<file path="src/rtl/tlc_pkg.sv">
package tlc_pkg;
    typedef logic [1:0] lvl_t;

    localparam lvl_t LV_LO  = 2'b00;
    localparam lvl_t LV_HI  = 2'b01;
    localparam lvl_t LV_MID = 2'b10;
    localparam lvl_t LV_BAD = 2'b11;

    typedef enum logic [1:0] {
        TX_IDLE  = 2'd0,
        TX_DATA  = 2'd1,
        TX_SPACE = 2'd2
    } tx_st_e;

    typedef enum logic {
        RX_WAIT = 1'b0,
        RX_HELD = 1'b1
    } rx_st_e;

    function automatic lvl_t enc_bit(input logic b);
        return b ? LV_HI : LV_LO;
    endfunction
endpackage

</file>
<file path="src/rtl/tlc_lane_dec.sv">
module tlc_lane_dec
    import tlc_pkg::*;
(
    input  lvl_t lvl,
    output logic is_mid,
    output logic is_bad,
    output logic bit_val
);
    always_comb begin
        is_mid  = (lvl == LV_MID);
        is_bad  = (lvl == LV_BAD);
        bit_val = (lvl == LV_HI);
    end
endmodule

</file>
<file path="src/rtl/tlc_sender.sv">
module tlc_sender
    import tlc_pkg::*;
#(
    parameter int W = 4,
    localparam int LW = 2 * W
) (
    input  logic          clk,
    input  logic          rst_n,
    input  logic [W-1:0]  in_data,
    input  logic          in_req,
    output logic          in_rdy,
    input  logic          ack,
    output logic [LW-1:0] lines,
    output logic [LW-1:0] lines_nxt,
    output logic          word_end
);
    typedef struct packed {
        tx_st_e        st;
        logic [W-1:0]  word;
        logic [LW-1:0] lines;
    } tx_s;

    tx_s s_d, s_q;
    logic word_zero;

    // zero detector for the held word
    assign word_zero = ~|s_q.word;

    always_comb begin
        s_d      = s_q;
        word_end = 1'b0;
        unique case (s_q.st)
            TX_IDLE: begin
                if (in_req && !ack) begin
                    s_d.word = in_data;
                    for (int i = 0; i < W; i++) begin
                        s_d.lines[2*i +: 2] = enc_bit(in_data[i]);
                    end
                    s_d.st = TX_DATA;
                end
            end
            TX_DATA: begin
                if (ack) begin
                    for (int i = 0; i < W; i++) begin
                        if (word_zero || s_q.word[i]) begin
                            s_d.lines[2*i +: 2] = LV_MID;
                        end
                    end
                    s_d.st = TX_SPACE;
                end
            end
            TX_SPACE: begin
                if (!ack) begin
                    s_d.st   = TX_IDLE;
                    word_end = 1'b1;
                end
            end
            default: s_d.st = TX_IDLE;
        endcase
    end

    always_ff @(posedge clk or negedge rst_n) begin
        if (!rst_n) begin
            s_q.st    <= TX_IDLE;
            s_q.word  <= '0;
            s_q.lines <= {W{LV_MID}};
        end else begin
            s_q <= s_d;
        end
    end

    assign in_rdy    = (s_q.st == TX_IDLE) && !ack;
    assign lines     = s_q.lines;
    assign lines_nxt = s_d.lines;

    // a driven word holds still while waiting for acknowledge
    p_data_stable_r2: assert property (@(posedge clk) disable iff (!rst_n)
        (s_q.st == TX_DATA && $past(s_q.st) == TX_DATA) |-> $stable(s_q.lines));

    // a new word only follows a low acknowledge
    p_next_wait_r8: assert property (@(posedge clk) disable iff (!rst_n)
        (s_q.st == TX_DATA && $past(s_q.st) == TX_IDLE) |-> !$past(ack));

    // all-zero word puts every line at the spacer
    p_allzero_mid_r5: assert property (@(posedge clk) disable iff (!rst_n)
        (s_q.st == TX_SPACE && word_zero) |-> (s_q.lines == {W{LV_MID}}));

    for (genvar g = 0; g < W; g++) begin : g_lane_chk
        // lines that carried a one move to intermediate
        p_one_mid_r3: assert property (@(posedge clk) disable iff (!rst_n)
            (s_q.st == TX_SPACE && s_q.word[g]) |-> (s_q.lines[2*g +: 2] == LV_MID));
        // lines that carried a zero do not move on entering the spacer
        p_zero_hold_r4: assert property (@(posedge clk) disable iff (!rst_n)
            (s_q.st == TX_SPACE && $past(s_q.st) == TX_DATA && !word_zero && !s_q.word[g])
            |-> ($stable(s_q.lines[2*g +: 2]) && s_q.lines[2*g +: 2] == LV_LO));
    end
endmodule

</file>
<file path="src/rtl/tlc_trans_count.sv">
module tlc_trans_count
    import tlc_pkg::*;
#(
    parameter int W = 4,
    localparam int LW = 2 * W,
    localparam int CW = $clog2(2 * W + 1)
) (
    input  logic          clk,
    input  logic          rst_n,
    input  logic [LW-1:0] cur,
    input  logic [LW-1:0] nxt,
    input  logic          word_end,
    output logic [CW-1:0] word_trans
);
    typedef struct packed {
        logic [CW-1:0] acc;
        logic [CW-1:0] rep;
    } cnt_s;

    cnt_s s_d, s_q;
    logic [CW-1:0] diff;

    always_comb begin
        diff = '0;
        for (int i = 0; i < W; i++) begin
            if (cur[2*i +: 2] != nxt[2*i +: 2]) diff = diff + CW'(1);
        end
        s_d = s_q;
        if (word_end) begin
            s_d.rep = s_q.acc + diff;
            s_d.acc = '0;
        end else begin
            s_d.acc = s_q.acc + diff;
        end
    end

    always_ff @(posedge clk or negedge rst_n) begin
        if (!rst_n) begin
            s_q <= '0;
        end else begin
            s_q <= s_d;
        end
    end

    assign word_trans = s_q.rep;

    // no word changes more lines than a full return-to-spacer cycle
    p_trans_bound_r10: assert property (@(posedge clk) disable iff (!rst_n)
        word_end |-> ((32'(s_q.acc) + 32'(diff)) <= 2 * W));
endmodule

</file>
<file path="src/rtl/tlc_receiver.sv">
module tlc_receiver
    import tlc_pkg::*;
#(
    parameter int W = 4,
    localparam int LW = 2 * W
) (
    input  logic          clk,
    input  logic          rst_n,
    input  logic [LW-1:0] lines,
    output logic          ack,
    output logic [W-1:0]  data,
    output logic          valid,
    output logic          err
);
    typedef struct packed {
        rx_st_e       st;
        logic         ack;
        logic [W-1:0] data;
        logic         vld;
        logic         err;
    } rx_s;

    rx_s s_d, s_q;
    logic [W-1:0] mid_v, bad_v, bit_v;
    logic any_mid, any_bad, all_valid;

    for (genvar g = 0; g < W; g++) begin : g_lane
        tlc_lane_dec u_dec (
            .lvl    (lines[2*g +: 2]),
            .is_mid (mid_v[g]),
            .is_bad (bad_v[g]),
            .bit_val(bit_v[g])
        );
    end

    assign any_mid   = |mid_v;
    assign any_bad   = |bad_v;
    assign all_valid = !any_mid && !any_bad;

    always_comb begin
        s_d     = s_q;
        s_d.vld = 1'b0;
        s_d.err = any_bad;
        unique case (s_q.st)
            RX_WAIT: begin
                if (all_valid) begin
                    s_d.data = bit_v;
                    s_d.vld  = 1'b1;
                    s_d.ack  = 1'b1;
                    s_d.st   = RX_HELD;
                end
            end
            RX_HELD: begin
                if (any_mid) begin
                    s_d.ack = 1'b0;
                    s_d.st  = RX_WAIT;
                end
            end
            default: s_d.st = RX_WAIT;
        endcase
    end

    always_ff @(posedge clk or negedge rst_n) begin
        if (!rst_n) begin
            s_q.st   <= RX_WAIT;
            s_q.ack  <= 1'b0;
            s_q.data <= '0;
            s_q.vld  <= 1'b0;
            s_q.err  <= 1'b0;
        end else begin
            s_q <= s_d;
        end
    end

    assign ack   = s_q.ack;
    assign data  = s_q.data;
    assign valid = s_q.vld;
    assign err   = s_q.err;

    // acknowledge only rises after a fully valid word
    p_ack_rise_r6: assert property (@(posedge clk) disable iff (!rst_n)
        $rose(s_q.ack) |-> $past(all_valid));

    // the strobe only comes with acknowledge
    p_vld_ack_r6: assert property (@(posedge clk) disable iff (!rst_n)
        s_q.vld |-> s_q.ack);

    // acknowledge only falls after an intermediate line
    p_ack_fall_r7: assert property (@(posedge clk) disable iff (!rst_n)
        $fell(s_q.ack) |-> $past(any_mid));

    // an illegal code never lets a word in
    p_bad_noacc_r9: assert property (@(posedge clk) disable iff (!rst_n)
        any_bad |=> !$rose(s_q.ack));
endmodule

</file>
<file path="src/rtl/tern_link_codec.sv">
module tern_link_codec
    import tlc_pkg::*;
#(
    parameter int W = 4,
    localparam int LW = 2 * W,
    localparam int CW = $clog2(2 * W + 1)
) (
    input  logic          clk,
    input  logic          rst_n,
    input  logic [W-1:0]  in_data,
    input  logic          in_req,
    output logic          in_rdy,
    output logic [LW-1:0] tx_lines,
    input  logic          tx_ack,
    input  logic [LW-1:0] rx_lines,
    output logic          rx_ack,
    output logic [W-1:0]  out_data,
    output logic          out_valid,
    output logic          line_err,
    output logic [CW-1:0] word_trans
);
    logic [LW-1:0] lines_nxt;
    logic          word_end;

    tlc_sender #(.W(W)) u_tx (
        .clk      (clk),
        .rst_n    (rst_n),
        .in_data  (in_data),
        .in_req   (in_req),
        .in_rdy   (in_rdy),
        .ack      (tx_ack),
        .lines    (tx_lines),
        .lines_nxt(lines_nxt),
        .word_end (word_end)
    );

    tlc_trans_count #(.W(W)) u_cnt (
        .clk       (clk),
        .rst_n     (rst_n),
        .cur       (tx_lines),
        .nxt       (lines_nxt),
        .word_end  (word_end),
        .word_trans(word_trans)
    );

    tlc_receiver #(.W(W)) u_rx (
        .clk  (clk),
        .rst_n(rst_n),
        .lines(rx_lines),
        .ack  (rx_ack),
        .data (out_data),
        .valid(out_valid),
        .err  (line_err)
    );
endmodule

</file>
<file path="config.mk">
export PLATFORM = sky130hd
export DESIGN_NAME = tern_link_codec
export DESIGN_NICKNAME = d
export VERILOG_FILES = /design/src/rtl/tlc_pkg.sv /design/src/rtl/tlc_lane_dec.sv /design/src/rtl/tlc_sender.sv /design/src/rtl/tlc_trans_count.sv /design/src/rtl/tlc_receiver.sv /design/src/rtl/tern_link_codec.sv
export SDC_FILE = /design/constraint.sdc
export NUM_CORES = 1
export LEC_CHECK = 0
export ABC_AREA = 1
export ABC_CLOCK_PERIOD_IN_PS = 3000
export BUFFER_PORTS_ARGS = -buffer_cell sky130_fd_sc_hd__clkbuf_2
export CORE_MARGIN = 2
export CORE_UTILIZATION = 50
export DETAILED_ROUTE_END_ITERATION = 10
export GPL_TIMING_DRIVEN = 0
export PLACE_DENSITY = 0.78
export SKIP_LAST_GASP = 1
export SYNTH_ARGS = -nofsm -noshare
export SYNTH_HDL_FRONTEND = slang
export SYNTH_HIERARCHICAL = 1
export SYNTH_SLANG_ARGS = --single-unit
</file>
<file path="constraint.sdc">
create_clock -name clk -period 3 [get_ports clk]
set_clock_uncertainty 0.15 [all_clocks]
set_input_delay 0.6 -clock clk [delete_from_list [all_inputs] [get_ports clk]]
set_output_delay 0.6 -clock clk [all_outputs]
set_load 0.01 [all_outputs]
</file>
# Word-level counts from Yosys, hierarchy flattened
# Cells that the tools add are included.
# Widths: inputs -> output; s select.
[classes]
n_addsub = 4
n_eq_ne = 23
n_mux = 25
n_bitwise = 1
n_reduce_logical = 19
[ops]
columns = ["op", "count"]
rows = [
  ["$eq 2x2->1 const B", 9],
  ["$mux 4", 4],
  ["$pmux 8 s2", 1],
  ["$mux 14", 1],
  ["$mux 2", 7],
  ["$reduce_or 4->1", 3],
  ["$eq 2x1->1 const B", 5],
  ["$add 4x1->4 const B", 2],
  ["$mux 1", 8],
  ["$mux 8", 1],
  ["$ne 2x2->1", 4],
  ["$mux 7", 1],
  ["$ne 2x2->1 const B", 3],
  ["$pmux 2 s3", 1],
  ["$reduce_and 2->1", 3],
  ["$add 4x4->4", 1],
  ["$logic_not 1->1", 4],
  ["$logic_or 1x1->1", 4],
  ["$ne 2x1->1 const B", 2],
  ["$pmux 2 s2", 1],
  ["$logic_and 1x1->1", 3],
  ["$reduce_and 3->1", 1],
  ["$add 1x1->2 const B", 1],
  ["$logic_not 2->1", 1],
  ["$not 1->1", 1],
]
[word_totals]
register_bits = 30
in_bits = 16
output_inout_bits = 20
elab_cells = 82

# Longest topological paths before layout
# Gate-level depths: netlist (run 1).
[depth]
word_depth = 16
depth_mapped = 28
mapped_depth_nobuf = 27

# Hierarchy
# The synthesis (run 1) kept the hierarchy.
[modules_own_cells]
columns = ["module", "instances", "cells_each", "area_per_inst_um2", "seq_area_each_um2"]
rows = [
  ["tlc_sender", 1, 89, 795.8, 355.3],
  ["tlc_trans_count", 1, 112, 738.2, 200.2],
  ["tlc_receiver", 1, 38, 397.9, 200.2],
  ["tlc_lane_dec", 4, 6, 22.5, 0.0],
]

# Least setup slack after synthesis (run 1)
# Ideal clock, no wire load.
[synth_path]
path_kind = "input-to-reg"
start = "in tx_ack"
end = "reg u_cnt.s_q, in the netlist u_cnt/word_trans[3]"
setup_ps = 117
arrival_time_ps = 3168
required_time_ps = 2733
setup_slack_ps = -435
cell_stages = 28
cell_sequence = "inv_2 > nand2_2 > nor2_4 > buf_12 > nand2_4 > nand2_2 > buf_4 > inv_1 > nand2_1 > nand2_1 > inv_1 > nand2_2 > ha_1 > inv_1 > nand2_1 > nand2_1 > inv_1 > ha_1 > nand2_1 > inv_1 > o21ai_1 > nand2_1 > ha_1 > a21oi_2 > nand2_1 > or2_1 > nand3_1 > nand2_1"
[synth_rtl]
columns = ["item", "line_no", "source"]
rows = [
  ["from (decl)", "tern_link_codec.sv:14", "input logic tx_ack,"],
  ["to (signal assigned)", "tlc_trans_count.sv:39", "s_q <= '0;"],
  ["to (signal assigned)", "tlc_trans_count.sv:41", "s_q <= s_d;"],
  ["to (decl)", "tlc_trans_count.sv:20", "cnt_s s_d, s_q;"],
]

==> results of run 1 <==
==> cells in the final DEF (no fill, tap or decap), types with 3 or more instances in the layout <==
cell	instances
nor2_1	21
o21ai_2	6
o21ai_0	5
nand2_1	50
nand2_4	12
buf_4	58
a21oi_1	3
inv_2	14
ha_4	3
nand2_2	19
clkbuf_8	6
nand3_1	8
dfstp_2	4
nor2_2	8
inv_1	35
dfrtp_1	26
clkbuf_2	34
==> state kept, by name, summed over array words and instances (netlist names) <==
| signal | count |
|---|---|
| u_cnt/s_q | 4 |
| u_tx/lines | 8 |
| u_rx/err | 1 |
| u_rx/ack | 1 |
| u_rx/data | 4 |
| u_cnt/word_trans | 4 |
| u_rx/s_q | 1 |
| u_tx/s_q | 6 |
| u_rx/valid | 1 |
==> final cells by class <==
cell class              instances  share of cell area, %
flip-flops and latches         30                   26.7
inverters                      51                   7.20
plain buffers                  22                   6.40
repair buffers                 74                   17.4
well taps                      50                   2.21
clock inverters                 1                  0.177
clock buffers                   7                   3.05
multi-input cells             157                   37.0
==> metrics by stage <==
stage               setup WS [ns]  utilization (%)  std cells
floorplan                  -0.219                -        263
global placement           -0.668             59.6        348
detailed placement         -0.716             59.6        348
CTS                        -0.181             68.5        385
global route               -0.525             71.9        392
finish                     -0.322             71.9        392
==> where the power goes <==
part | switching, mW | internal, mW
clock | 0.138 | 0.185
combinational | 1.39 | 1.32
sequential | 0.0780 | 0.572
total | 1.61 | 2.08
==> worst reg2reg max path, cell delays in order (launching register included) <==
cell	delay (ns)
dfrtp_1	0.37
nor2_1	0.12
nand2_1	0.10
nand2_1	0.09
nand3_2	0.12
a21oi_4	0.18
inv_2	0.06
nand2_2	0.08
nand2_2	0.07
inv_2	0.06
nand2_4	0.05
ha_4	0.25
inv_2	0.05
nand2_2	0.06
nand2_2	0.10
inv_2	0.05
ha_4	0.15
nand2_4	0.05
inv_2	0.03
o21ai_2	0.05
nand2_2	0.08
ha_4	0.25
a21oi_2	0.13
nand2_1	0.10
or2_1	0.27
nand2_1	0.07
nor2_1	0.04
==> what timing repair did <==
action / CTS / global route
setup endpoints to repair: 6 / 7
setup buffers: 32 / 7
hold buffers: 0 / 0
resized for setup: 15 / 26
endpoints found under the hold margin: 0 / 0
pin swaps: 27 / 24
==> worst max path at each step <==
stage	depth (start not counted)	slack, ns	startpoint	end
after floorplan	27	-0.22	tx_ack	u_cnt/word_trans[3]
after global placement	29	-0.67	tx_ack	u_cnt/word_trans[3]
after detailed placement	29	-0.72	tx_ack	u_cnt/word_trans[3]
after CTS	28	-0.18	tx_ack	u_cnt/word_trans[3]
after global routing	26	-0.52	u_tx/s_q[9]	u_cnt/s_q[7]
final	26	-0.32	u_tx/s_q[11]	u_cnt/s_q[7]
==> synthesized netlist by cell type <==
cell type | number | area (sq um)
nor2_2 | 6 | 37.5
xnor2_1 | 3 | 26.3
inv_1 | 47 | 176
xor2_1 | 1 | 8.76
nor2_8 | 1 | 20.0
nor2_1 | 23 | 86.3
dfrtp_1 | 26 | 651
nand2_4 | 5 | 56.3
o21ai_1 | 2 | 10.0
ha_1 | 5 | 62.6
a31oi_1 | 1 | 6.26
o21ai_2 | 4 | 35.0
clkinv_1 | 1 | 3.75
nor2_4 | 2 | 22.5
a21oi_1 | 4 | 20.0
or2_1 | 2 | 12.5
a21oi_2 | 1 | 8.76
nand2_1 | 64 | 240
inv_2 | 3 | 11.3
buf_4 | 24 | 180
buf_12 | 1 | 20.0
nand3_4 | 2 | 35.0
nand3_1 | 10 | 50.1
dfstp_2 | 4 | 105
fa_1 | 1 | 20.0
or2_0 | 1 | 6.26
o21ai_0 | 7 | 35.0
nand2_2 | 12 | 75.1
==> metal layers <==
| metal | track usage (%) | wire, microns | vias up |
|---|---|---|---|
| li1 | - | - | 914 |
| met1 | 24.1 | 1940 | 841 |
| met2 | 41.9 | 2600 | 36 |
| met3 | 4.67 | 163 | 8 |
| met4 | 7.14 | 103 | 0 |
| met5 | 0 | 0 | - |
==> logic make-up after synthesis <==
kind of cell	Yosys count
AND/OR/NAND/NOR	128
buffers and inverters	76
flip-flops	30
AO/OA/AOI/OAI	19
adder cells (fa/ha/maj)	6
XOR/XNOR	4
==> reports/qor.csv, run 1 <==
stage,metric,value,unit
run_status,status,"finished, violations left",
yosys,syn_area,2020,sq um
final_layout,design_area,2830,sq um
drt,wl,4800,microns
floorplan,io_pins,36,
power,leakage,1.60,nW
sta,fin_ws,-0.322,ns
worst_setup_path,worstSetupStartpointType,flop,
worst_setup_path,cp-end-kind,flop,
sta,min_period,3.32,ns
sta,grt_setup_unrepaired,true,
clock_network,root_buffer,clkbuf_8,
sta,hold_violations,0,
floorplan,die-area,4570,sq um
place,gp_congestion,0.847,
clock_network,cts_tree,yes,
worst_setup_path,r2r-end,u_cnt/s_q[7],
grt,grt_pass1_wl,7440,microns
yosys,synthCells,263,
worst_setup_path,rr_startpoint,u_tx/s_q[11],
drt,drc,0,
floorplan,rows,23,
yosys,yosys.area_share.simple,31.7,%
grt,grt-ovfl-total,0,
yosys,synthAdderAreaFrac,4.08,%
yosys,synth.distinct_cells,28,
sta,setup_viol,7,
yosys,synth_seq_cells,30,
yosys,synth_top_family_by_area,simple AND/OR/NAND/NOR gates,
clock_network,path_clk_slew,0.06,ns
sta,timing.hold.ws,0.230,ns
place,placed_area,2350,sq um
drt,postRouteAntennaNets,0,
place,portBuffers,35,
grt,antenna_found_initial,0,
worst_setup_path,cpMaxStageDelayCell,dfrtp_1,
worst_setup_path,slowest_delay,0.37,ns
worst_setup_path,critPathBufInv,5,
sta,relSlewSlack,50.6,%
clock_network,clk_latency,0.27,ns
clock_network,cts_buffer_depth,2,
yosys,syn-num-nets,285,
final_layout,area_delta_synth_final,40.2,%
final_layout,fin_nets,363,
drt,post_drt_wl_per_cell,12.3,microns
sta,clock.fmax,301,MHz
grt,grt_pass1_vias,1747,
final_layout,multi_input_area,1050,sq um
power,power_density,1300,nW/um^2
worst_setup_path,path_class,flop to flop,
power,finalPower,3.69,mW
floorplan,core_area,3940,sq um
worst_setup_path,crit_family,simple AND/OR/NAND/NOR gates,
sta,tightest_slew,0.741,ns
drt,vias,1799,
final_layout,fillers,290,
worst_setup_path,r2r_cells,26,
sta,period_share,111,%
run,cap_violations,0,
hold_path,holdCritPathClass,input port to async pin,
yosys,synth.avg_cell_area,7.69,sq um
final_layout,n_antenna_cell,0,
floorplan,die_h,67.6,microns
yosys,synth_compound_area_share,5.69,%
run_status,violations,negative setup slack,
place,dp_hpwl,2720,microns
power,peakVddDrop,0.000606,V
clock_network,cts_buffers,5,
yosys,yosys_warnings,6,
floorplan,dieWidth,67.6,microns
sta,drv_slew,0,
final_layout,seqCellArea,756,sq um
floorplan,initial_core_util,51.3,%
yosys,ys_seq_area_share,37.4,%
worst_setup_path,r2r_slack,-0.32,ns
clock_network,cts_sinks,30,
worst_setup_path,crit_fanout,3,
clock_network,htree_levels,2,
sta,tns,-1.78,ns
grt,grt_use_total,22.1,%
grt,grt_max_degree,31,
worst_setup_path,cp_data_arrival_time,3.31,ns
worst_setup_path,required,2.99,ns
drt,vias_per_cell,4.59,
drt,dr.pass1.iters,4,
drt,drt_iter0_drc,81,
yosys,synth-xor-area-share,1.73,%
final_layout,layout-drive-gt1-share,53.5,%
yosys,muxShareOfSynthArea,0,%
Note: power is estimated with default switching activity, not from simulation.
==> run 2, diff against run 1 <==
--- a/config.mk
+++ b/config.mk
@@ -9,12 +9,11 @@
 export ABC_CLOCK_PERIOD_IN_PS = 3000
 export BUFFER_PORTS_ARGS = -buffer_cell sky130_fd_sc_hd__clkbuf_2
 export CORE_MARGIN = 2
-export CORE_UTILIZATION = 50
+export CORE_UTILIZATION = 49
 export DETAILED_ROUTE_END_ITERATION = 10
 export GPL_TIMING_DRIVEN = 0
 export PLACE_DENSITY = 0.78
 export SKIP_LAST_GASP = 1
 export SYNTH_ARGS = -nofsm -noshare
 export SYNTH_HDL_FRONTEND = slang
-export SYNTH_HIERARCHICAL = 1
 export SYNTH_SLANG_ARGS = --single-unit
==> run 2 against run 1 <==
The flow still finishes with violations (negative setup slack). Combinational power fell by 33%. Flip-flop and latch count unchanged. Count of clock-buffer cells in the layout is the same. Register-to-register slack lost 0.095 ns. Via count shrank 9.5%. Highest routed layer unchanged.
==> reports/qor.csv, run 2 <==
stage,metric,value,unit,change
run_status,status,"finished, violations left",,unchanged
run_status,violations,negative setup slack,,unchanged
grt,globalRouteMet3Util,4.17,%,was 4.67%
drt,vias,1628,,was 1799
floorplan,rows,22,,was 23
sta,clock.fmax,293,MHz,was 301 MHz
drt,drc,0,,unchanged
clock_network,htree_levels,2,,unchanged
grt,grt_util_met1,25.3,%,was 24.1%
yosys,yosys_warnings,0,,was 6
clock_network,path_clk_slew,0.06,ns,about the same
place,portBuffers,35,,unchanged
grt,grt_max_degree,31,,unchanged
sta,min_period,3.42,ns,was 3.32 ns
yosys,syn_area,1800,sq um,was 2020 sq um
worst_setup_path,cp-end-kind,flop,,unchanged
floorplan,die_h,64.6,microns,was 67.6 microns
floorplan,dieWidth,64.6,microns,was 67.6 microns
drt,vias_per_cell,4.83,,was 4.59
grt,grt-ovfl-total,0,,unchanged
clock_network,cts_tree,yes,,unchanged
final_layout,n_antenna_cell,0,,unchanged
drt,postRouteAntennaNets,0,,unchanged
drt,dr.pass1.iters,4,,unchanged
worst_setup_path,r2r_cells,22,,was 26
power,finalPower,2.80,mW,was 3.69 mW
grt,grt_pass1_vias,1414,,was 1747
yosys,synthCells,227,,was 263
final_layout,layout_commonest_cell,nand2_1,,was buf_4
worst_setup_path,slowest_delay,0.41,ns,was 0.37 ns
sta,relSlewSlack,50.6,%,about the same
floorplan,die-area,4170,sq um,was 4570 sq um
sta,drv_slew,0,,unchanged
worst_setup_path,required,3.01,ns,was 2.99 ns
drt,wl,3840,microns,was 4800 microns
grt,grt_pass1_wl,6110,microns,was 7440 microns
yosys,synth_seq_cells,30,,unchanged
yosys,ys_top_cells_by_count,"63 x nand2_1, 33 x inv_1, 26 x dfrtp_1",,"was 64 x nand2_1, 47 x inv_1, 26 x dfrtp_1"
yosys,yosysMostFrequentCell,nand2_1,,unchanged
worst_setup_path,critPathMostFrequentCell,nand2_2,,
floorplan,core_area,3610,sq um,was 3940 sq um
worst_setup_path,r2r_slack,-0.42,ns,was -0.32 ns
worst_setup_path,crit_fanout,4,,was 3
sta,period_share,114,%,was 111%
clock_network,clk_latency,0.28,ns,was 0.27 ns
run,cap_violations,0,,unchanged
place,dp_hpwl,2460,microns,was 2720 microns
final_layout,largest_reg_flops,8,,unchanged
worst_setup_path,cpMaxStageDelayCell,dfrtp_1,,unchanged
yosys,synth.avg_cell_area,7.93,sq um,was 7.69 sq um
sta,tightest_slew,0.741,ns,about the same
drt,drt_iter0_drc,70,,was 81
final_layout,largest_registers,"u_tx.lines: 8 flops, u_tx.s_q: 6 flops",,"was u_tx/lines: 8 flops, u_tx/s_q: 6 flops"
worst_setup_path,path_class,flop to flop,,unchanged
yosys,netlist.area_leader.share,36.2,%,was 32.2%
final_layout,layout_common_cells,"55 x nand2_1, 35 x buf_4, 34 x clkbuf_2",,"was 58 x buf_4, 50 x nand2_1, 35 x inv_1"
hold_path,holdCritPathClass,input port to async pin,,unchanged
sta,hold_violations,0,,unchanged
sta,grt_setup_unrepaired,true,,unchanged
final_layout,utilization,67.8,%,was 71.9%
power,peakVddDrop,0.000494,V,was 0.000606 V
sta,timing.hold.ws,0.224,ns,was 0.230 ns
final_layout,layout-drive-gt1-share,45.7,%,was 53.5%
power,power_density,1140,nW/um^2,was 1300 nW/um^2
worst_setup_path,cp_data_arrival_time,3.42,ns,was 3.31 ns
worst_setup_path,path_cells,"nor2_1, nand2_2, nand2_2, nand2_1, o31ai_1, inv_1, o21ai_2, inv_2, ha_4, inv_2, nand4_1, nand2_2, inv_2, ha_4, buf_4, nand2_1, nand2_1, ha_1, nand3_1, nand2_2, xnor2_2, o21ai_1",,
yosys,synth.distinct_cells,32,,was 28
final_layout,fin_nets,311,,was 363
place,gp_congestion,0.751,,was 0.847
yosys,ys_seq_area_share,42.0,%,was 37.4%
grt,grt_use_total,19.1,%,was 22.1%
drt,post_drt_wl_per_cell,11.4,microns,was 12.3 microns
grt,met2_usage,30.7,%,was 41.9%
yosys,ys_async_sr_fraction,100,%,unchanged
clock_network,root_buffer,clkbuf_8,,unchanged
clock_network,cts_sinks,30,,unchanged
yosys,syn-num-nets,250,,was 285
yosys,yosys.area.top_type,dfrtp_1,,unchanged
floorplan,initial_core_util,49.9,%,was 51.3%
final_layout,fillers,279,,was 290
clock_network,cts_buffer_depth,2,,unchanged
power,leakage,1.34,nW,was 1.60 nW
grt,antenna_found_initial,0,,unchanged
sta,fin_ws,-0.418,ns,was -0.322 ns
yosys,synth_edf_count,0,,unchanged
place,dpl_worst_slack,-0.771,ns,was -0.716 ns
final_layout,regMostFlops,u_tx.lines,,was u_tx/lines
yosys,synthFlopType,dfrtp_1,,unchanged
final_layout,area_delta_synth_final,35.9,%,was 40.2%
floorplan,io_pins,36,,unchanged
grt,top_usage_layer,met2,,unchanged
yosys,synth_area_leaders,"dfrtp_1 36%, nand2_1 13%, inv_1 6.9%, buf_4 6.7%, dfstp_2 5.8%",,"was dfrtp_1 32%, nand2_1 12%, buf_4 8.9%, inv_1 8.7%, dfstp_2 5.2%"
worst_setup_path,worstSetupStartpointType,flop,,unchanged
sta,setup_viol,6,,was 7
clock_network,cts_buffers,5,,unchanged
run 2: cell types whose count changed after synthesis, sizes merged:
cell | before | now
inv | 50 | 37
a21oi | 5 | 7
or2 | 3 | 2
xnor2 | 3 | 1
buf | 25 | 17
ha | 5 | 6
nor2 | 32 | 19
o22ai | 0 | 1
o21ai | 13 | 15
o31ai | 0 | 3
nand2 | 81 | 70
nor3 | 0 | 1
nand4 | 0 | 3
nand3 | 12 | 11
run 2: worst paths after layout:
path | from | end
max | u_tx.s_q[9] | u_cnt.word_trans[3]
min | rst_n | u_tx.s_q[12]
max reg2reg | u_tx.s_q[9] | u_cnt.word_trans[3]
min reg2reg | u_rx.s_q[7] | u_rx.ack
max in group asynchronous | rst_n | u_tx.s_q[13]
min in group clk | u_rx.s_q[7] | u_rx.ack
run 2: metrics by stage:
stage | cells | area [sq um] | TNS [ns]
2_1_floorplan | 227 | 1860 | -0.745
3_3_place_gp | 310 | 2090 | -3.86
3_5_place_dp | 310 | 2090 | -4.18
4_1_cts | 330 | 2340 | -0.876
5_1_grt | 337 | 2440 | -2.80
6_report | 337 | 2440 | -1.87
run 2: timing repair:
item,in CTS,in global routing
setup endpoints to repair,6,6
buffers inserted,12,7
gates cloned,0,0
gates resized for setup,18,16
pin swaps,12,16
hold buffers,0,0
run 2: worst max-delay path: cells and delay by family, from the launching register on:
family | cells | cell delay [ns]
AO/OA/AOI/OAI | 3 | 0.46
XOR/XNOR | 1 | 0.18
adder cells (fa/ha/maj) | 3 | 0.74
buffers and inverters | 5 | 0.37
flip-flops | 1 | 0.41
AND/OR/NAND/NOR | 10 | 0.99
run 2: cell type report:
cell class,count,area [sq um],share of cell area (%)
plain buffers,17,135,5.53
clock buffers,7,86.3,3.53
clock inverters,1,5.00,0.205
inverters,38,161,6.60
multi-input cells,142,902,36.9
flip-flops and latches,30,757,31.0
well taps,48,60.1,2.46
repair buffers,54,338,13.8
run 2: where the power goes:
part           switching, mW  internal [mW]
Clock                  0.149          0.185
Combinational          0.903          0.908
Sequential            0.0909          0.561
run 2: routing by layer:
metal | part of all wire [%] | routed length, microns
met3 | 6.0 | 230
met2 | 51 | 1950
met4 | 0.91 | 35
met1 | 42 | 1620
met5 | 0 | 0
run 2: logic make-up (layout without fill, tap and decap cells):
| kind of cell | count (synthesis) | in the layout | synth area share (%) |
|---|---|---|---|
| adder cells (fa/ha/maj) | 7 | 7 | 5.29 |
| flip-flops | 30 | 30 | 42.0 |
| buffers and inverters | 55 | 117 | 15.6 |
| XOR/XNOR | 2 | 2 | 0.974 |
| AND/OR/NAND/NOR | 106 | 106 | 27.9 |
| AO/OA/AOI/OAI | 27 | 27 | 8.28 |
